==> src/rtl/hsb_pkg.sv <==
package hsb_pkg;

    typedef enum logic [1:0] {
        ST_LOCKOUT   = 2'd0,
        ST_WAIT_IDLE = 2'd1,
        ST_CONNECTED = 2'd2,
        ST_DISABLED  = 2'd3
    } link_state_e;

    typedef enum logic [1:0] {
        LD_NONE   = 2'd0,
        LD_BP     = 2'd1,
        LD_CD     = 2'd2,
        LD_SETTLE = 2'd3
    } lead_e;

endpackage

==> src/rtl/hsb_sync.sv <==
module hsb_sync #(
    parameter int                WIDTH   = 7,
    parameter int                STAGES  = 2,
    parameter logic [WIDTH-1:0]  RST_VAL = '0
) (
    input  logic             clk_i,
    input  logic             rst_ni,
    input  logic [WIDTH-1:0] d_i,
    output logic [WIDTH-1:0] q_o
);

    logic [STAGES-1:0][WIDTH-1:0] chain_d, chain_q;

    always_comb begin
        chain_d[0] = d_i;
        for (int i = 1; i < STAGES; i++) begin
            chain_d[i] = chain_q[i-1];
        end
    end

    always_ff @(posedge clk_i) begin
        if (!rst_ni) begin
            for (int i = 0; i < STAGES; i++) begin
                chain_q[i] <= RST_VAL;
            end
        end else begin
            chain_q <= chain_d;
        end
    end

    assign q_o = chain_q[STAGES-1];

endmodule

==> src/rtl/hsb_idle_watch.sv <==
module hsb_idle_watch #(
    parameter int IDLE_CYCLES = 9500
) (
    input  logic clk_i,
    input  logic rst_ni,
    input  logic run_i,
    input  logic sda_i,
    input  logic scl_i,
    output logic stop_o,
    output logic idle_o
);

    localparam int CW = $clog2(IDLE_CYCLES + 1);
    localparam logic [CW-1:0] LIMIT = CW'(IDLE_CYCLES - 1);

    typedef struct packed {
        logic          sda_prev;
        logic          scl_prev;
        logic [CW-1:0] cnt;
    } watch_t;

    watch_t w_d, w_q;
    logic   both_high;

    assign both_high = sda_i & scl_i;
    assign stop_o    = sda_i & ~w_q.sda_prev & scl_i & w_q.scl_prev;
    assign idle_o    = both_high & (w_q.cnt == LIMIT);

    always_comb begin
        w_d          = w_q;
        w_d.sda_prev = sda_i;
        w_d.scl_prev = scl_i;
        if (!run_i || !both_high) begin
            w_d.cnt = '0;
        end else if (w_q.cnt != LIMIT) begin
            w_d.cnt = w_q.cnt + CW'(1);
        end
    end

    always_ff @(posedge clk_i) begin
        if (!rst_ni) begin
            w_q <= '{sda_prev: 1'b1, scl_prev: 1'b1, cnt: '0};
        end else begin
            w_q <= w_d;
        end
    end

    AST_IDLE_CNT_BOUND: assert property (@(posedge clk_i) disable iff (!rst_ni)
        w_q.cnt <= LIMIT);

    AST_IDLE_RESTART: assert property (@(posedge clk_i) disable iff (!rst_ni)
        (run_i && !both_high) |=> (w_q.cnt == '0) && !idle_o);

endmodule

==> src/rtl/hsb_line_bridge.sv <==
module hsb_line_bridge
    import hsb_pkg::*;
#(
    parameter int SETTLE = 2
) (
    input  logic clk_i,
    input  logic rst_ni,
    input  logic active_i,
    input  logic bp_i,
    input  logic cd_i,
    output logic drive_bp_o,
    output logic drive_cd_o
);

    localparam int SW = $clog2(SETTLE + 1);

    typedef struct packed {
        lead_e         lead;
        logic [SW-1:0] wait_cnt;
    } bridge_t;

    bridge_t b_d, b_q;

    always_comb begin
        b_d = b_q;
        if (!active_i) begin
            b_d.lead     = LD_NONE;
            b_d.wait_cnt = '0;
        end else begin
            unique case (b_q.lead)
                LD_NONE: begin
                    if (!bp_i)      b_d.lead = LD_BP;
                    else if (!cd_i) b_d.lead = LD_CD;
                end
                LD_BP: begin
                    if (bp_i) begin
                        b_d.lead     = LD_SETTLE;
                        b_d.wait_cnt = '0;
                    end
                end
                LD_CD: begin
                    if (cd_i) begin
                        b_d.lead     = LD_SETTLE;
                        b_d.wait_cnt = '0;
                    end
                end
                LD_SETTLE: begin
                    if (b_q.wait_cnt == SW'(SETTLE)) begin
                        if (!bp_i)      b_d.lead = LD_BP;
                        else if (!cd_i) b_d.lead = LD_CD;
                        else            b_d.lead = LD_NONE;
                    end else begin
                        b_d.wait_cnt = b_q.wait_cnt + SW'(1);
                    end
                end
                default: b_d.lead = LD_NONE;
            endcase
        end
    end

    always_ff @(posedge clk_i) begin
        if (!rst_ni) begin
            b_q <= '{lead: LD_NONE, wait_cnt: '0};
        end else begin
            b_q <= b_d;
        end
    end

    assign drive_cd_o = (b_q.lead == LD_BP);
    assign drive_bp_o = (b_q.lead == LD_CD);

    AST_BP_LEAD_RELEASE: assert property (@(posedge clk_i) disable iff (!rst_ni)
        (active_i && b_q.lead == LD_BP && bp_i) |=> !drive_cd_o);

    AST_CD_LEAD_RELEASE: assert property (@(posedge clk_i) disable iff (!rst_ni)
        (active_i && b_q.lead == LD_CD && cd_i) |=> !drive_bp_o);

    AST_IDLE_WHEN_INACTIVE: assert property (@(posedge clk_i) disable iff (!rst_ni)
        !active_i |=> !drive_bp_o && !drive_cd_o);

endmodule

==> src/rtl/hsb_connect_ctrl.sv <==
module hsb_connect_ctrl
    import hsb_pkg::*;
#(
    parameter int IDLE_CYCLES = 9500,
    parameter int SYNC_STAGES = 2
) (
    input  logic clk_i,
    input  logic rst_ni,
    input  logic bp_sda_i,
    input  logic bp_scl_i,
    input  logic cd_sda_i,
    input  logic cd_scl_i,
    input  logic bp_pwr_ok_i,
    input  logic cd_pwr_ok_i,
    input  logic en_i,
    output logic bp_sda_pd_o,
    output logic bp_scl_pd_o,
    output logic cd_sda_pd_o,
    output logic cd_scl_pd_o,
    output logic linked_o,
    output logic boost_en_o
);

    localparam int NLINES = 2;
    localparam int NSYNC  = 7;

    typedef struct packed {
        link_state_e st;
    } fsm_t;

    fsm_t fsm_d, fsm_q;

    logic [NSYNC-1:0] raw, synced;
    logic bp_sda_s, bp_scl_s, cd_sda_s, cd_scl_s, bp_ok_s, cd_ok_s, en_s;
    logic stop_seen, idle_seen, waiting, joined;
    logic [NLINES-1:0] line_bp, line_cd, drv_bp, drv_cd;

    assign raw = {en_i, cd_pwr_ok_i, bp_pwr_ok_i, cd_scl_i, cd_sda_i, bp_scl_i, bp_sda_i};

    hsb_sync #(
        .WIDTH   (NSYNC),
        .STAGES  (SYNC_STAGES),
        .RST_VAL (7'b000_1111)
    ) u_sync (
        .clk_i  (clk_i),
        .rst_ni (rst_ni),
        .d_i    (raw),
        .q_o    (synced)
    );

    assign {en_s, cd_ok_s, bp_ok_s, cd_scl_s, cd_sda_s, bp_scl_s, bp_sda_s} = synced;

    assign waiting = (fsm_q.st == ST_WAIT_IDLE);
    assign joined  = (fsm_q.st == ST_CONNECTED);

    hsb_idle_watch #(
        .IDLE_CYCLES (IDLE_CYCLES)
    ) u_idle (
        .clk_i  (clk_i),
        .rst_ni (rst_ni),
        .run_i  (waiting),
        .sda_i  (bp_sda_s),
        .scl_i  (bp_scl_s),
        .stop_o (stop_seen),
        .idle_o (idle_seen)
    );

    assign line_bp = {bp_scl_s, bp_sda_s};
    assign line_cd = {cd_scl_s, cd_sda_s};

    for (genvar g = 0; g < NLINES; g++) begin : g_line
        hsb_line_bridge #(
            .SETTLE (SYNC_STAGES)
        ) u_bridge (
            .clk_i      (clk_i),
            .rst_ni     (rst_ni),
            .active_i   (joined),
            .bp_i       (line_bp[g]),
            .cd_i       (line_cd[g]),
            .drive_bp_o (drv_bp[g]),
            .drive_cd_o (drv_cd[g])
        );
    end

    always_comb begin
        fsm_d = fsm_q;
        if (!(bp_ok_s && cd_ok_s)) begin
            fsm_d.st = ST_LOCKOUT;
        end else begin
            unique case (fsm_q.st)
                ST_LOCKOUT:   fsm_d.st = en_s ? ST_WAIT_IDLE : ST_DISABLED;
                ST_DISABLED:  if (en_s) fsm_d.st = ST_WAIT_IDLE;
                ST_WAIT_IDLE: begin
                    if (!en_s) begin
                        fsm_d.st = ST_DISABLED;
                    end else if ((stop_seen || idle_seen) && cd_sda_s && cd_scl_s) begin
                        fsm_d.st = ST_CONNECTED;
                    end
                end
                ST_CONNECTED: if (!en_s) fsm_d.st = ST_DISABLED;
                default:      fsm_d.st = ST_LOCKOUT;
            endcase
        end
    end

    always_ff @(posedge clk_i) begin
        if (!rst_ni) begin
            fsm_q <= '{st: ST_LOCKOUT};
        end else begin
            fsm_q <= fsm_d;
        end
    end

    assign linked_o    = joined;
    assign boost_en_o  = joined;
    assign bp_sda_pd_o = drv_bp[0] & joined;
    assign bp_scl_pd_o = drv_bp[1] & joined;
    assign cd_sda_pd_o = drv_cd[0] & joined;
    assign cd_scl_pd_o = drv_cd[1] & joined;

    AST_LOCKOUT_ISOLATES: assert property (@(posedge clk_i) disable iff (!rst_ni)
        !(bp_ok_s && cd_ok_s) |=> !linked_o);

    AST_CD_SUPPLY_DROP: assert property (@(posedge clk_i) disable iff (!rst_ni)
        (linked_o && !cd_ok_s) |=> !linked_o);

    AST_EN_LOW_DROPS: assert property (@(posedge clk_i) disable iff (!rst_ni)
        !en_s |=> !linked_o && !boost_en_o);

    AST_LINK_NEEDS_CARD_HIGH: assert property (@(posedge clk_i) disable iff (!rst_ni)
        $rose(linked_o) |-> $past(cd_sda_s && cd_scl_s));

    AST_LINK_NEEDS_EVENT: assert property (@(posedge clk_i) disable iff (!rst_ni)
        $rose(linked_o) |-> $past(stop_seen || idle_seen));

    AST_LINK_FROM_WAIT: assert property (@(posedge clk_i) disable iff (!rst_ni)
        $rose(linked_o) |-> $past(waiting));

    AST_ONE_SIDE_PER_LINE: assert property (@(posedge clk_i) disable iff (!rst_ni)
        !(bp_sda_pd_o && cd_sda_pd_o) && !(bp_scl_pd_o && cd_scl_pd_o));

endmodule

==> config.mk <==
export PLATFORM = sky130hd
export DESIGN_NAME = hsb_connect_ctrl
export DESIGN_NICKNAME = d
export VERILOG_FILES = /design/src/rtl/hsb_pkg.sv /design/src/rtl/hsb_sync.sv /design/src/rtl/hsb_idle_watch.sv /design/src/rtl/hsb_line_bridge.sv /design/src/rtl/hsb_connect_ctrl.sv
export SDC_FILE = /design/constraint.sdc
export NUM_CORES = 1
export LEC_CHECK = 0
export BUFFER_PORTS_ARGS = -buffer_cell sky130_fd_sc_hd__buf_4
export CAP_MARGIN = 20
export CORE_ASPECT_RATIO = 0.8
export CORE_UTILIZATION = 53
export CTS_CLUSTER_SIZE = 8
export DETAILED_ROUTE_END_ITERATION = 7
export GPL_TIMING_DRIVEN = 0
export PLACE_DENSITY = 0.75
export SLEW_MARGIN = 20
export SYNTH_ARGS = -nofsm -noshare
export SYNTH_HDL_FRONTEND = slang
export SYNTH_SLANG_ARGS = --single-unit
==> constraint.sdc <==
create_clock -name clk_i -period 1.64 [get_ports clk_i]
set_clock_uncertainty 0.05 [all_clocks]
set_input_delay 0.328 -clock clk_i [delete_from_list [all_inputs] [get_ports clk_i]]
set_output_delay 0.328 -clock clk_i [all_outputs]
set_load 0.05 [all_outputs]
==> run_results.csv <==
group,metric,value,unit
clock_tree,tritoncts,"done",
drt,vias,1451,
synthesis,synth_area_leaders,"dfxtp_1 41%, ha_1 11%, nand2b_1 5.8%, and2_1 4.2%, xor2_1 4.1%",
critical_path,path_cells,"inv_2 > ha_4 > and2_2 > buf_6",
synthesis,synth.top_cell.area_share,41.2,%
synthesis,syn_area,1940,sq um
run,drv_cap,0,
drt,wirelength,3340,microns
sta,clock.fmax,0.625,GHz
synthesis,ys_warn_count,0,
synthesis,synth.yosys.seq_area_share,41.2,%
floorplan,dieHeight,56.2,microns
synthesis,synthCells,206,
critical_path,worstPathMaxFanout,9,
placement,pre_cts_ws,-0.0735,ns
grt,grt_max_degree,13,
clock_tree,clkTransAtPathRegs,0.08,ns
power_and_ir_drop,max-vdd-ir-drop,0.000655,V
sta,worst_slew_pin_slew,0.456,ns
clock_tree,root_buffer,"clkbuf_8",
floorplan,pin_count,15,
power_and_ir_drop,p_leak,0.893,nW
floorplan,dieArea,3910,sq um
sta,hold_slack,0.174,ns
clock_tree,hold_buffers,0,
critical_path,crit_family,"flip-flops",
grt,antenna_found_initial,0,
synthesis,synth-edff-count,0,
placement,dp_hpwl,2340,microns
drt,first_pass_iters,4,
clock_tree,cts.sinks,40,
clock_tree,h-tree-depth,2,
placement,port_buffers,13,
sta,slew_viol_final,0,
floorplan,rows,19,
sta,hold_viol,0,
critical_path,critPathSlowestCell,"dfxtp_2",
synthesis,synth_ff_type,"dfxtp_1",
worst_hold_path,hold_path_class,"in2reg",
sta,fin_crit_sh,97.5,%
synthesis,ys_seq_elements,40,
grt,grt_pass1_vias,1350,
synthesis,yosys.area.top_type,"dfxtp_1",
synthesis,synth_cell_types,35,
sta,rsz0062_at_grt,"yes",
sta,min_period,1.60,ns
cells_and_area,drive_gt1_share,24.6,%
floorplan,core_area,3470,sq um
synthesis,syn_area_per_cell,9.43,sq um
sta,timing.slew.headroom,69.6,%
floorplan,die_w,69.7,microns
drt,drc,0,
sta,layout_setup_ws,0.0412,ns
placement,placed_cell_area,2100,sq um
critical_path,worstSetupEndpointType,"output pin",
critical_path,cp.arrival,1.22,ns
power_and_ir_drop,power_density,741,nW/um^2
placement,gp_congestion,0.759,
clock_tree,clock_path_buffers,2,
clock_tree,cts_buffers,5,
critical_path,critical_path_required,1.26,ns
drt,via_per_inst,5.30,
critical_path,cpPeakStageDelay,0.34,ns
cells_and_area,n_antenna_cell,0,
cells_and_area,final_util,66.8,%
synthesis,async_flop_share,0,%
drt,ant_nets,0,
critical_path,path_buf_inv,2,
synthesis,synth.most_common_cell,"dfxtp_1",
critical_path,critPathLaunchType,"flip-flop",
clock_tree,clock_latency,0.29,ns
cells_and_area,stdcell_area,2320,sq um
cells_and_area,area_delta_synth_final,19.3,%
grt,grtUsageTotal,18.9,%
floorplan,start_util,56.0,%
grt,grt-ovfl-total,0,
synthesis,synth_commonest_cells,"40 x dfxtp_1, 18 x nand2b_1, 17 x ha_1",
drt,wl_per_cell,12.2,microns
drt,drt-initial-drc-count,81,
sta,setup_violations,0,
critical_path,worstSetupPathType,"reg2out",
grt,grt_first_pass_wirelength,5900,microns
synthesis,syn_nets,232,
status,status,"finished, final reports clean",
cells_and_area,nNetsFinal,257,
## state kept, by name, indices dropped and copies added, names as in the netlist
register / flops
fsm_q: 2
g_line.u_bridge.b_q: 8
u_idle.w_q: 16
u_sync.chain_d: 7
u_sync.q_o: 7
## logic make-up after synthesis
kind of cell	after synthesis	synth area share (%)
AOI/OAI and AO/OA	28	8.89
adders and majority gates	17	10.9
xor gates and xnor gates	10	4.51
DFF	40	41.2
buffers and inverters	15	3.48
muxes	2	1.03
and+or+nand+nor	94	29.9
## per-layer routing
layer	GRT usage (%)	vias up	routed length, microns
met5	0	-	0
met4	6.86	0	34
met3	5.43	4	117
met2	27.5	25	1450
met1	26.7	662	1740
li1	-	760	-
## placed cells by master (no fill, tap or decap), drive strengths merged, types with 2 or more instances in the layout
cell,n
and2,13
nand4b,3
buf,20
or3,2
inv,10
nand4,4
nand2b,18
dfxtp,40
nor2,13
a21oi,11
xor2,9
nand2,14
and4,4
clkbuf,10
nand3,8
nor2b,2
or4,4
a311oi,4
and3,2
mux2i,2
a211oi,4
ha,17
o21ai,6
nor3b,2
o21bai,2
## area by class of cell
cell class / count / area (sq um)
fillers: 273 / 1150
clock buffers: 7 / 86.3
clock inverters: 1 / 7.51
inverters: 10 / 37.5
multi-input cells: 151 / 1140
plain buffers: 5 / 31.3
flip-flops and latches: 40 / 812
repair buffers: 18 / 154
well taps: 42 / 52.6
## power breakdown
part | internal, mW | switching (mW)
Clock | 0.341 | 0.321
Sequential | 0.987 | 0.00933
Combinational | 0.0342 | 0.0235
Total | 1.36 | 0.354
## final timing paths
check | from | end | slack, ns | depth (start not counted)
setup reg to reg | g_line[0].u_bridge.b_q[2]$_SDFFE_PN0P_ | g_line[0].u_bridge.b_q[2]$_SDFFE_PN0P_ | 0.11 | 6
setup / recovery | fsm_q[0]$_SDFFE_PN0P_ | cd_scl_pd_o | 0.04 | 4
hold / removal | bp_sda_i | u_sync.chain_d[7]$_SDFF_PN1_ | 0.17 | 2
hold reg to reg | u_sync.chain_d[10]$_SDFF_PN1_ | u_sync.q_o[3]$_SDFF_PN1_ | 0.36 | 1
## stage by stage
stage          setup TNS (ns)  total power [mW]  cells
2_1_floorplan               0              1.05    206
3_3_place_gp           -0.118              1.07    261
3_5_place_dp           -0.138              1.08    261
4_1_cts                     0              1.73    272
5_1_grt               -0.0172              1.80    274
6_report                    0              1.72    274
## repair_timing
action	CTS	global route
gates resized for setup	16	16
pin swaps	0	2
setup buffers	3	2
endpoints found under the setup margin	7	21
(Power assumes the default switching activity.)
